===== config.mk =====
export PLATFORM = sky130hd
export DESIGN_NAME = nand_strobe_timer
export DESIGN_NICKNAME = d
export VERILOG_FILES = /design/src/rtl/nand_strobe_timer.sv
export SDC_FILE = /design/constraint.sdc
export NUM_CORES = 1
export LEC_CHECK = 0
export BUFFER_PORTS_ARGS = -buffer_cell sky130_fd_sc_hd__buf_2
export CORE_ASPECT_RATIO = 2
export CORE_MARGIN = 2
export CORE_UTILIZATION = 30
export DETAILED_ROUTE_END_ITERATION = 7
export PLACE_DENSITY = 0.61
export SYNTH_ARGS = -nofsm -noshare
export SYNTH_HDL_FRONTEND = slang
export SYNTH_SLANG_ARGS = --single-unit

===== constraint.sdc =====
create_clock -name clk -period 6.35 [get_ports clk]
set_input_delay 0.9525 -clock clk [delete_from_list [all_inputs] [get_ports clk]]
set_output_delay 0.9525 -clock clk [all_outputs]
set_load 0.02 [all_outputs]

===== src/rtl/nand_strobe_timer.sv =====
module nand_strobe_timer #(
  parameter int CW = 8
) (
  input  logic        clk,
  input  logic        rst,
  input  logic        cfg_we,
  input  logic        cfg_sel,
  input  logic [31:0] cfg_wdata,
  input  logic        acc_valid,
  output logic        acc_ready,
  input  logic        acc_write,
  input  logic [1:0]  acc_win,
  input  logic        acc_word,
  input  logic [31:0] acc_wdata,
  output logic [31:0] acc_rdata,
  output logic        nand_ce_n,
  output logic        nand_cle,
  output logic        nand_ale,
  output logic        nand_we_n,
  output logic        nand_re_n,
  output logic [15:0] nand_dq_o,
  output logic        nand_dq_oe,
  input  logic [15:0] nand_dq_i,
  input  logic        nand_wait_n
);
  localparam int NW = CW + 1;
  localparam logic [NW-1:0] ONE = NW'(1);

  typedef enum logic [2:0] {ST_IDLE, ST_GAP, ST_SETUP, ST_STROBE, ST_HOLD} st_t;

  logic          bank_en, wide, wait_en;
  logic [3:0]    dly_cmd, dly_adr;
  logic [CW-1:0] t_set, t_str, t_hold, t_hiz;

  st_t           st;
  logic [NW-1:0] cnt;
  logic [1:0]    beat, last_beat, win_q, prev_win;
  logic          wr_q, lane16, prev_rd;
  logic [31:0]   wdata_q;

  logic [NW-1:0] set_n, str_n, hold_n, gap_n;
  logic          busy_ph, last_cyc, stall, req_data;

  assign req_data = !(acc_win == 2'd1 || acc_win == 2'd2);
  assign set_n    = (t_set == '0) ? ONE : NW'(t_set);
  assign hold_n   = (t_hold == '0) ? ONE : NW'(t_hold);
  assign str_n    = NW'(t_str) + ONE;
  assign last_cyc = (cnt == ONE);
  assign stall    = wait_en && !nand_wait_n;
  assign busy_ph  = (st == ST_SETUP) || (st == ST_STROBE) || (st == ST_HOLD);

  assign nand_ce_n  = !bank_en;
  assign nand_cle   = busy_ph && (win_q == 2'd1);
  assign nand_ale   = busy_ph && (win_q == 2'd2);
  assign nand_we_n  = !((st == ST_STROBE) && wr_q);
  assign nand_re_n  = !((st == ST_STROBE) && !wr_q);
  assign nand_dq_oe = busy_ph && wr_q;
  assign acc_ready  = (st == ST_HOLD) && last_cyc && (beat == last_beat);

  always_comb begin
    gap_n = '0;
    if (acc_write && prev_rd)
      gap_n = NW'(t_hiz);
    else if (!acc_write && req_data && prev_win == 2'd1)
      gap_n = NW'(dly_cmd);
    else if (!acc_write && req_data && prev_win == 2'd2)
      gap_n = NW'(dly_adr);
  end

  always_comb begin
    if (lane16)
      nand_dq_o = beat[0] ? wdata_q[31:16] : wdata_q[15:0];
    else begin
      case (beat)
        2'd0:    nand_dq_o = {8'h00, wdata_q[7:0]};
        2'd1:    nand_dq_o = {8'h00, wdata_q[15:8]};
        2'd2:    nand_dq_o = {8'h00, wdata_q[23:16]};
        default: nand_dq_o = {8'h00, wdata_q[31:24]};
      endcase
    end
  end

  always_ff @(posedge clk) begin
    if (rst) begin
      bank_en <= 1'b0; wide <= 1'b0; wait_en <= 1'b0;
      dly_cmd <= '0; dly_adr <= '0;
      t_set <= '0; t_str <= '0; t_hold <= '0; t_hiz <= '0;
    end else if (cfg_we) begin
      if (!cfg_sel) begin
        wait_en <= cfg_wdata[1];
        bank_en <= cfg_wdata[2];
        wide    <= cfg_wdata[4];
        dly_cmd <= cfg_wdata[12:9];
        dly_adr <= cfg_wdata[16:13];
      end else begin
        t_set  <= cfg_wdata[CW-1:0];
        t_str  <= cfg_wdata[8 +: CW];
        t_hold <= cfg_wdata[16 +: CW];
        t_hiz  <= cfg_wdata[24 +: CW];
      end
    end
  end

  always_ff @(posedge clk) begin
    if (rst) begin
      st <= ST_IDLE; cnt <= '0; beat <= '0; last_beat <= '0;
      win_q <= '0; wr_q <= 1'b0; lane16 <= 1'b0; wdata_q <= '0;
      prev_rd <= 1'b0; prev_win <= '0; acc_rdata <= '0;
    end else begin
      case (st)
        ST_IDLE: if (acc_valid && bank_en) begin
          win_q     <= acc_win;
          wr_q      <= acc_write;
          wdata_q   <= acc_wdata;
          lane16    <= wide && req_data;
          beat      <= '0;
          last_beat <= acc_word ? ((wide && req_data) ? 2'd1 : 2'd3) : 2'd0;
          acc_rdata <= '0;
          if (gap_n != '0) begin st <= ST_GAP;   cnt <= gap_n; end
          else             begin st <= ST_SETUP; cnt <= set_n; end
        end
        ST_GAP: if (last_cyc) begin st <= ST_SETUP; cnt <= set_n; end
                else cnt <= cnt - ONE;
        ST_SETUP: if (last_cyc) begin st <= ST_STROBE; cnt <= str_n; end
                  else cnt <= cnt - ONE;
        ST_STROBE: begin
          if (last_cyc && !stall) begin
            if (!wr_q) begin
              if (lane16) begin
                for (int i = 0; i < 2; i++)
                  if (beat == 2'(i)) acc_rdata[i*16 +: 16] <= nand_dq_i;
              end else begin
                for (int i = 0; i < 4; i++)
                  if (beat == 2'(i)) acc_rdata[i*8 +: 8] <= nand_dq_i[7:0];
              end
            end
            st  <= ST_HOLD;
            cnt <= hold_n;
          end else if (!last_cyc) cnt <= cnt - ONE;
        end
        ST_HOLD: if (last_cyc) begin
          if (beat == last_beat) begin
            st       <= ST_IDLE;
            prev_rd  <= !wr_q;
            prev_win <= win_q;
          end else begin
            beat <= beat + 2'd1;
            st   <= ST_SETUP;
            cnt  <= set_n;
          end
        end else cnt <= cnt - ONE;
        default: st <= ST_IDLE;
      endcase
    end
  end
endmodule


* Word level (Yosys, flattened, before mapping) *
Index checks and enable logic that the tools add are counted.
Widths: inputs -> output; s select.

word-level totals
  register bits after elaboration = 130
  output and inout port bits = 55
  logic and storage cells = 144
  input bits = 90

operators by class
  muxes and demuxes = 42
  reduce and logical (&&, ||, !) cells = 45
  add/subtract/negate cells = 3
  bitwise gates (word level) = 1
  equal/unequal tests = 30

operators with widths
  kind                 number
  $mux 32              4
  $mux 9               8
  $mux 16              4
  $pmux 32 s2          1
  $mux 8               7
  $pmux 9 s5           1
  $pmux 8 s3           1
  $ne 3x2->1 const B   6
  $reduce_and 6->1     3
  $logic_not 8->1      2
  $logic_and 1x1->1    15
  $mux 3               5
  $pmux 3 s5           1
  $mux 2               7
  $ne 2x2->1 const B   6
  $eq 2x2->1 const B   5
  $reduce_and 5->1     2
  $add 8x1->9 const B  1
  $eq 9x1->1 const B   1
  $reduce_bool 9->1    1
  $sub 9x1->9 const B  1
  $eq 2x1->1 const B   4
  $logic_not 1->1      8
  $mux 4               2
  other kinds (17)     25

* Longest topological paths before layout *
Gate-level depths: netlist of the first run.

  depth in word-level cells = 12
  gate-level depth with buffers = 10
  gate-level depth less buffers = 8

* Least setup slack after synthesis of the first run *
OpenSTA, ideal clock, no wires.

  path kind = register to output
  from = reg cnt[0]
  to = out acc_ready
  required time = 5.398 ns
  arrival = 1.842 ns
  path slack = 3.556 ns
  cell stages (with the launch flop) = 7
  path buffers = 1
  path through = dfxtp_1 -> ha_1 -> or4b_4 -> nor3_1 -> buf_2 -> nand3_1 -> inv_1

between the ends
  longest elaborated chain between the ends = 3

ends and longest elaborated chain
  what                            RTL line  text
  from (decl)                     36        logic [NW-1:0] cnt;
  from (signal assigned)          123       else cnt <= cnt - ONE;
  from (signal assigned)          125       else cnt <= cnt - ONE;
  from (signal assigned)          138       cnt <= hold_n;
  $eq 9x1->1                      48        assign last_cyc = (cnt == ONE);
  $logic_and 1x1->1 (2 in a row)  58        assign acc_ready = (st == ST_HOLD) && last_cyc && (beat == last_beat);
  to (decl)                       10        output logic acc_ready,

Every way passes these cells.

* Worst setup path in the final report of the first run *
  from = reg beat[0]
  to = out nand_dq_o[7]

between the ends
  longest elaborated chain between the ends = 3
  elaborated cells on any way between the ends = 6
  classes of those cells = 2 x eq/ne; 3 x mux; 1 x reduce/logical

ends and longest elaborated chain
  what                                      RTL line  text
  from (decl)                               37        logic [1:0] beat, last_beat, win_q, prev_win;
  from (signal assigned)                    147       beat <= beat + 2'd1;
  $eq 2x2->1, or another cell as far along  74        case (beat)
  $pmux 8 s3                                74
  $mux 16 (*)                               71        if (lane16)
  to (decl)                                 21        output logic [15:0] nand_dq_o,

Every way passes the cells marked *; elsewhere a longest branch is shown, timed or not.

==> summary.md, run 1 <==
| Metric | Value |
|---|---|
| CP startpoint kind | flip-flop |
| Pin count of the biggest net entering global routing | 71 |
| # rows | 76 |
| Final Power | 1950 uW |
| Finished Layout Cells | 1226 |
| Global route overflow | 0 |
| Leak pwr | 0.00335 uW |
| CP arrival | 2.92 ns |
| Post-Synth XOR/XNOR Area | 1.73% |
| Vias in the first global route | 6244 |
| Seq cells post-synth | 130 |
| Global-route wire length before repair | 33.1 mm |
| CTS tree | done |
| CTS sink count | 130 |
| Post-synth EDFFs | 0 |
| Final ANT Viol Nets | 0 |
| Final #Nets | 1038 |
| Share of cells above drive strength 1 | 21.6% |
| Top Ports | 145 |
| Clk slew on worst S/H paths | 0.06 ns |
| Drt first pass iters | 5 |
| Initial antenna violation count | 0 |
| Simple-Gate Fraction of Synth Area | 23.4% |
| Min-delay worst type | reg2reg |
| Syn_nets | 923 |
| Core ar. | 21500 sq um |
| Synth area leaders | dfxtp_1, nand2_1, a21oi_1 |
| Root Driver | clkbuf_16 |
| Post_cts resized | 0 |
| Detailed placement HPWL | 16.4 mm |
| Sequential fraction of the synthesis area | 39.6% |
| CTS buffer count | 17 |
| Period utilization | 61.0% |
| Max cap viols | 0 |
| Worst-margin pin slew | 1.13 ns |
| PwrDens | 244 nW/um^2 |
| Worst-skew pair later-pin latency | 0.43 ns |
| Yosys top cell by area | dfxtp_1 |
| # fillers | 2337 |
| Maximum VDD drop | 0.000150 V |
| Initial Util | 30.6% |
| Final number of setup-violating endpoints | 0 |
| Outcome | finished clean |
| Crit Path Category | reg2out |
| Ys Warns | 0 |
| Setup Skew | 0.0157 ns |
| RD Place Congestion | 0.913 |
| Tmin final | 3.87 ns |
| Antenna fix cells | 0 |
| Setup TNS | 0 ns |
| Initial drt markers | 371 |
| Mapped cell area | 6570 sq um |
| CP endpoint kind | output pin |
| Dpl cells | 1195 |
| DIE WIDTH | 109 um |
| Via/cell ratio | 5.16 |
| GRT Resource Usage Total | 18.9% |
| Syn Inst Count | 826 |
| H-tree depth | 4 |
| Drt wl/cell | 17.6 um |
| Max Buffers Root-to-Sink | 2 |
| Ys flop type | dfxtp_1 |
| Synth unique cells | 65 |
| Main combinational cell family by area after synthesis | simple AND/OR/NAND/NOR gates |
| Synth top area share | 39.6% |
| Max-slew violations | 0 |
| Setup bufs post-CTS | 0 |
| Die Ht | 213 um |
| Slew margin rel. | 24.5% |
| Final WL | 21.6 mm |
| Async S/R FF share, synth | 0% |
| Via count | 6330 |
| Hold buffer count at CTS | 0 |
| DRC viols | 0 |
| WP data required | 5.40 ns |
| RSZ-0062 raised after global routing | false |
| Syn_area_per_cell | 7.95 sq um |
| Fmax | 0.258 GHz |
| Mux cell area share after synthesis | 9.16% |
| Adder-cell share of the synthesized area | 1.33% |
| Die ar. | 23200 sq um |
| Crit path max fanout | 20 |
| Final hold viol count | 0 |
| Post-synthesis compound-gate area fraction | 20.2% |
| Input/output buffers | 144 |
| Area growth, synth to finish | 21.7% |
-- layout by cell type, fill, tap and decap left out, drive strengths merged, types with 6 or more instances in the layout --
cell and instances:
a211oi 12, a21o 9, a21oi 101, a222oi 8, a22oi 6, and2 10
and3 6, buf 150, clkbuf 19, clkinv 6, dfxtp 130, ha 7
inv 17, mux2 9, mux2i 50, nand2 184, nand2b 6, nand3 11
nor2 73, nor2b 19, nor3 10, nor4 7, o21ai 15, xor2 9
-- registers in the layout, summed over array words and instances (netlist names), 3 cells and up --
name       flops
acc_rdata     32
cnt            9
dly_adr        4
dly_cmd        4
st             3
t_hiz          8
t_hold         8
t_set          8
t_str          8
wdata_q       32
-- layer usage --
layer / wire [um] / vias up / GRT usage, %
li1: - / 3116 / -
met1: 7600 / 2966 / 18.3
met2: 12100 / 188 / 36.6
met3: 732 / 60 / 2.81
met4: 1130 / 0 / 11.4
met5: 0 / - / 0
-- metrics by stage --
stage	utilization, %	instance area, sq um	hold WS (ns)	setup slack, ns
finish	37.2	8000	0.457	2.48
detailed placement	34.6	7440	0.451	2.91
global placement	34.6	7440	0.444	2.94
floorplan	-	6570	0.432	3.56
CTS	37.2	8000	0.459	2.45
global route	37.2	8000	0.474	2.26
-- final timing paths --
path | endpoint | slack, ns | cells past startpoint | start
setup reg to reg | cnt[7]$_SDFFE_PP0P_ | 3.29 | 6 | st[1]$_SDFFE_PP0P_
hold / removal | dly_adr[3]$_SDFFE_PP0P_ | 0.46 | 2 | dly_adr[3]$_SDFFE_PP0P_
hold reg to reg | dly_adr[3]$_SDFFE_PP0P_ | 0.46 | 2 | dly_adr[3]$_SDFFE_PP0P_
setup / recovery | nand_dq_o[7] | 2.48 | 6 | beat[0]$_SDFFE_PP0P_
-- report_power, final --
group / leakage [uW] / internal (uW) / total (uW) / switching, uW
registers: 0.00105 / 836 / 859 / 22.6
clock network: 0.000265 / 546 / 926 / 380
logic: 0.00203 / 66.8 / 170 / 104
-- logic make-up after synthesis --
| logic type | count (synthesis) |
|---|---|
| DFF | 130 |
| adders and majority gates | 7 |
| AOI/OAI and AO/OA | 201 |
| xor gates and xnor gates | 13 |
| buffers and inverters | 69 |
| muxes | 59 |
| and+or+nand+nor | 347 |
-- Yosys cell counts (all sizes together), types with 3 or more instances --
cell type / instances
nand2: 184
dfxtp: 130
a21oi: 101
nor2: 73
mux2i: 50
clkbuf: 32
buf: 22
nor2b: 19
inv: 15
o21ai: 15
a211oi: 12
nand3: 11
and2: 10
nor3: 10
a21o: 9
mux2: 9
xor2: 9
a222oi: 8
ha: 7
nor4: 7
a22oi: 6
and3: 6
nand2b: 6
a22o: 5
o22ai: 5
o31ai: 5
or2: 5
o211ai: 4
xnor2: 4
a221o: 3
a221oi: 3
a31oi: 3
a41oi: 3
nand3b: 3
nor3b: 3
or3: 3
-- worst max-delay path, stage by stage, from the launching register on --
cell      delay, ns
dfxtp_1        0.98
inv_1          0.25
ha_1           0.42
a222oi_1       0.35
a211oi_1       0.12
a21o_1         0.21
buf_2          0.16
-- area by class of cell --
| cell class | count | area, sq um | share of cell area (%) |
|---|---|---|---|
| Tap cell | 273 | 342 | 4.27 |
| Clock inverter | 12 | 108 | 1.35 |
| Multi-Input combinational cell | 627 | 3670 | 46.0 |
| Sequential cell | 130 | 2600 | 32.6 |
| Timing Repair Buffer | 150 | 768 | 9.61 |
| Clock buffer | 19 | 443 | 5.54 |
| Inverter | 15 | 56.3 | 0.704 |
Power figures use the tool's default switching activity.
==> inputs of run 2 (changes only) <==
==> constraint.sdc (replaced) <==
create_clock -name clk -period 3.6 [get_ports clk]
set_input_delay 0.54 -clock clk [delete_from_list [all_inputs] [get_ports clk]]
set_output_delay 0.54 -clock clk [all_outputs]
set_load 0.02 [all_outputs]
==> run 2 against run 1 <==
Compared with the run above:
- non-clock buffer count rose by 1
- cell count rose by 0.24%
- flip-flop and latch count did not move
- die area did not move
- sequential power rose by 77%
- clock skew fell by 0.0031 ns
- combinational power rose by 78%
- utilization rose by 0.42 points
- cell area rose by 1.1%
- wire length rose by 2.5%
- register-to-register slack got worse by 2.6 ns
- worst hold slack got worse by 0.11 ns
- critical path type unchanged
- largest cell class unchanged
==> summary.md, run 2 (synthesis results as in run 1) <==
| Metric | Value |
|---|---|
| Outcome | finished clean |
| Crit-path max cell delay | 0.48 ns (-0.50 ns) |
| RD Place Congestion | 0.982 (+7.6%) |
| Die Ht | 213 um (unchanged) |
| Crit-path leading delay family | simple AND/OR/NAND/NOR gates |
| Core ar. | 21500 sq um (unchanged) |
| Clk slew on worst S/H paths | 0.07 ns (about the same) |
| Slew margin rel. | 26.3% (+1.8 points) |
| Crit path max fanout | 13 (-35%) |
| Clock share of power | 50.0% (+2.6 points) |
| DIE WIDTH | 109 um (unchanged) |
| Crit Path Category | reg2out |
| Final ANT Viol Nets | 0 (unchanged) |
| Final instance area | 8090 sq um (+1.1%) |
| R2R Setup Slk | 0.74 ns (-2.55 ns) |
| Final Power | 3640 uW (+86%) |
| Leak pwr | 0.00338 uW (+1.0%) |
| Setup Skew | 0.0127 ns (-0.00307 ns) |
| CP startpoint kind | flip-flop |
| Drt first pass iters | 6 (+1) |
| Setup bufs post-CTS | 0 (unchanged) |
| Cell Int Power | 2710 uW (+87%) |
| Die ar. | 23200 sq um (unchanged) |
| Initial Util | 30.6% (unchanged) |
| Post_cts resized | 0 (unchanged) |
| Pre-CTS setup slack | 0.779 ns (-2.14 ns) |
| Area growth, synth to finish | 23.1% |
| Hold path depth | 3 (+1) |
| Reg2reg end | cnt[7]$_SDFFE_PP0P_ |
| Commonest cells after routing, fill and taps aside | nand2_1, buf_2, dfxtp_1, a21oi_1, nor2_1 |
| Largest regs | acc_rdata (32), wdata_q (32), cnt (9) |
| DRC viols | 0 (unchanged) |
| Hold buffer count at CTS | 0 (unchanged) |
| Initial drt markers | 437 (+18%) |
| PwrDens | 450 nW/um^2 (+84%) |
| Slowest-stage cell, CP | or4b_4 |
| Final number of setup-violating endpoints | 0 (unchanged) |
| Initial antenna violation count | 1 (+1) |
| Worst-path cell chain | ha_1 -> or4b_4 -> nor3_1 -> buf_4 -> nand3_1 -> inv_1 -> buf_2 |
| H-tree depth | 4 (unchanged) |
| Max Buffers Root-to-Sink | 2 (unchanged) |
| Setup TNS | 0 ns (unchanged) |
| Max-slew violations | 0 (unchanged) |
| Period utilization | 87.5% |
| Final WL | 22.1 mm (+2.5%) |
| Worst-skew pair later-pin latency | 0.43 ns (about the same) |
| Via/cell ratio | 5.12 (-0.75%) |
| Buffers and inverters on the worst path | 3 (+1) |
| Pin count of the biggest net entering global routing | 88 (+24%) |
| Global-route wire length before repair | 33.1 mm (about the same) |
| Drt wl/cell | 18.0 um (+2.2%) |
| Final #Nets | 1039 (+0.096%) |
| Power share of the combinational group | 8.3% (-0.4 points) |
| Tmin final | 3.15 ns |
| Hold path start | cfg_wdata[0] |
| CP arrival | 2.61 ns (-0.31 ns) |
| Worst-margin pin slew | 1.11 ns (-0.0263 ns) |
| # rows | 76 (unchanged) |
| CTS tree | done |
| Final hold viol count | 0 (unchanged) |
| Detailed placement HPWL | 16.8 mm (+2.3%) |
| RSZ-0062 raised after global routing | false |
| CTS sink count | 130 (unchanged) |
| Switching Power | 927 uW (+83%) |
| Maximum VDD drop | 0.000266 V (+78%) |
| Worst setup margin | 0.450 ns (-2.03 ns) |
| Placed inst area | 7460 sq um (+0.27%) |
| Global route overflow | 0 (unchanged) |
| Via count | 6298 (-0.51%) |
| Root Driver | clkbuf_16 |
| Share of cells above drive strength 1 | 21.9% (+0.27 points) |
| R2R depth | 6 (unchanged) |
| CTS buffer count | 17 (unchanged) |
| CP endpoint kind | output pin |
| Reg-to-Reg Start | st[1]$_SDFFE_PP0P_ |
| Seq pwr share | 41.7% (-2.2 points) |
| Sw Share | 25.5% (-0.40 points) |
| Fmax | 0.317 GHz |
| Vias in the first global route | 6170 (-1.2%) |
| Top Ports | 145 (unchanged) |
| WP data required | 3.06 ns (-2.34 ns) |
| GRT Resource Usage Total | 19.0% (+0.10 points) |
| Input/output buffers | 144 (unchanged) |
| Min-delay worst type | in2reg |
| Max cap viols | 0 (unchanged) |
| Hold endpoint | t_set[0]$_SDFFE_PP0P_ |
| Commonest non-fill, non-tap cell in the layout | nand2_1 |
==> run 2: cell count changes in the layout (fill, tap and decap cells not counted), sizes merged <==
| cell | change |
|---|---|
| bufinv | +2 |
| buf | +1 |
| diode | +1 |
| inv | +2 |
| clkbuf | -1 |
| clkinv | -4 |
| clkinvlp | +2 |
==> run 2: layout make-up <==
| cell class | instances | area [sq um] |
|---|---|---|
| clock inverters | 14 | 179 |
| inverters | 15 | 56.3 |
| well taps | 273 | 342 |
| flip-flops and latches | 130 | 2600 |
| fillers | 2317 | 13400 |
| repair buffers | 151 | 788 |
| clock buffers | 18 | 439 |
| multi-input cells | 627 | 3670 |
| diodes | 1 | 2.50 |
==> run 2: through the flow <==
step                hold WS, ns  utilization [%]  instances
finish                    0.349             37.6       1229
global route              0.342             37.6       1229
CTS                       0.334             37.6       1228
detailed placement        0.454             34.7       1196
global placement          0.445             34.7       1196
floorplan                 0.432                -        826
==> run 2: worst max path at each step <==
stage	slack [ns]	to	depth (start not counted)	from
after floorplan	1.22	acc_ready	6	cnt[0]$_SDFFE_PP0P_
after global placement	0.89	cnt[7]$_SDFFE_PP0P_	6	st[1]$_SDFFE_PP0P_
after detailed placement	0.78	cnt[7]$_SDFFE_PP0P_	6	st[1]$_SDFFE_PP0P_
after CTS	0.48	acc_ready	7	cnt[0]$_SDFFE_PP0P_
after global routing	0.29	acc_ready	4	st[2]$_SDFFE_PP0P_
final	0.45	acc_ready	7	cnt[0]$_SDFFE_PP0P_
==> run 2: power groups by stage <==
stage / logic, uW / registers (uW) / clock network, uW
finish: 303 / 1520 / 1820
floorplan: 191 / 1530 / 0
detailed placement: 303 / 1550 / 0
global placement: 302 / 1550 / 0
CTS: 304 / 1520 / 1850
global route: 335 / 1520 / 1910
==> run 2: tightest hold or removal path: cells and delay by family <==
kind	cells	cell delay (ns)
buf+inv	1	0.09
compound gates	1	0.05
simple gates	1	0.05
==> run 2: metal layers <==
metal | routed length [um] | up-vias | part of all wire [%] | track usage, %
met3 | 836 | 68 | 3.8 | 2.84
met5 | 0 | - | 0 | 0
met4 | 1280 | 0 | 5.8 | 11.8
li1 | - | 3113 | - | -
met2 | 12400 | 200 | 56 | 36.5
met1 | 7580 | 2917 | 34 | 18.5
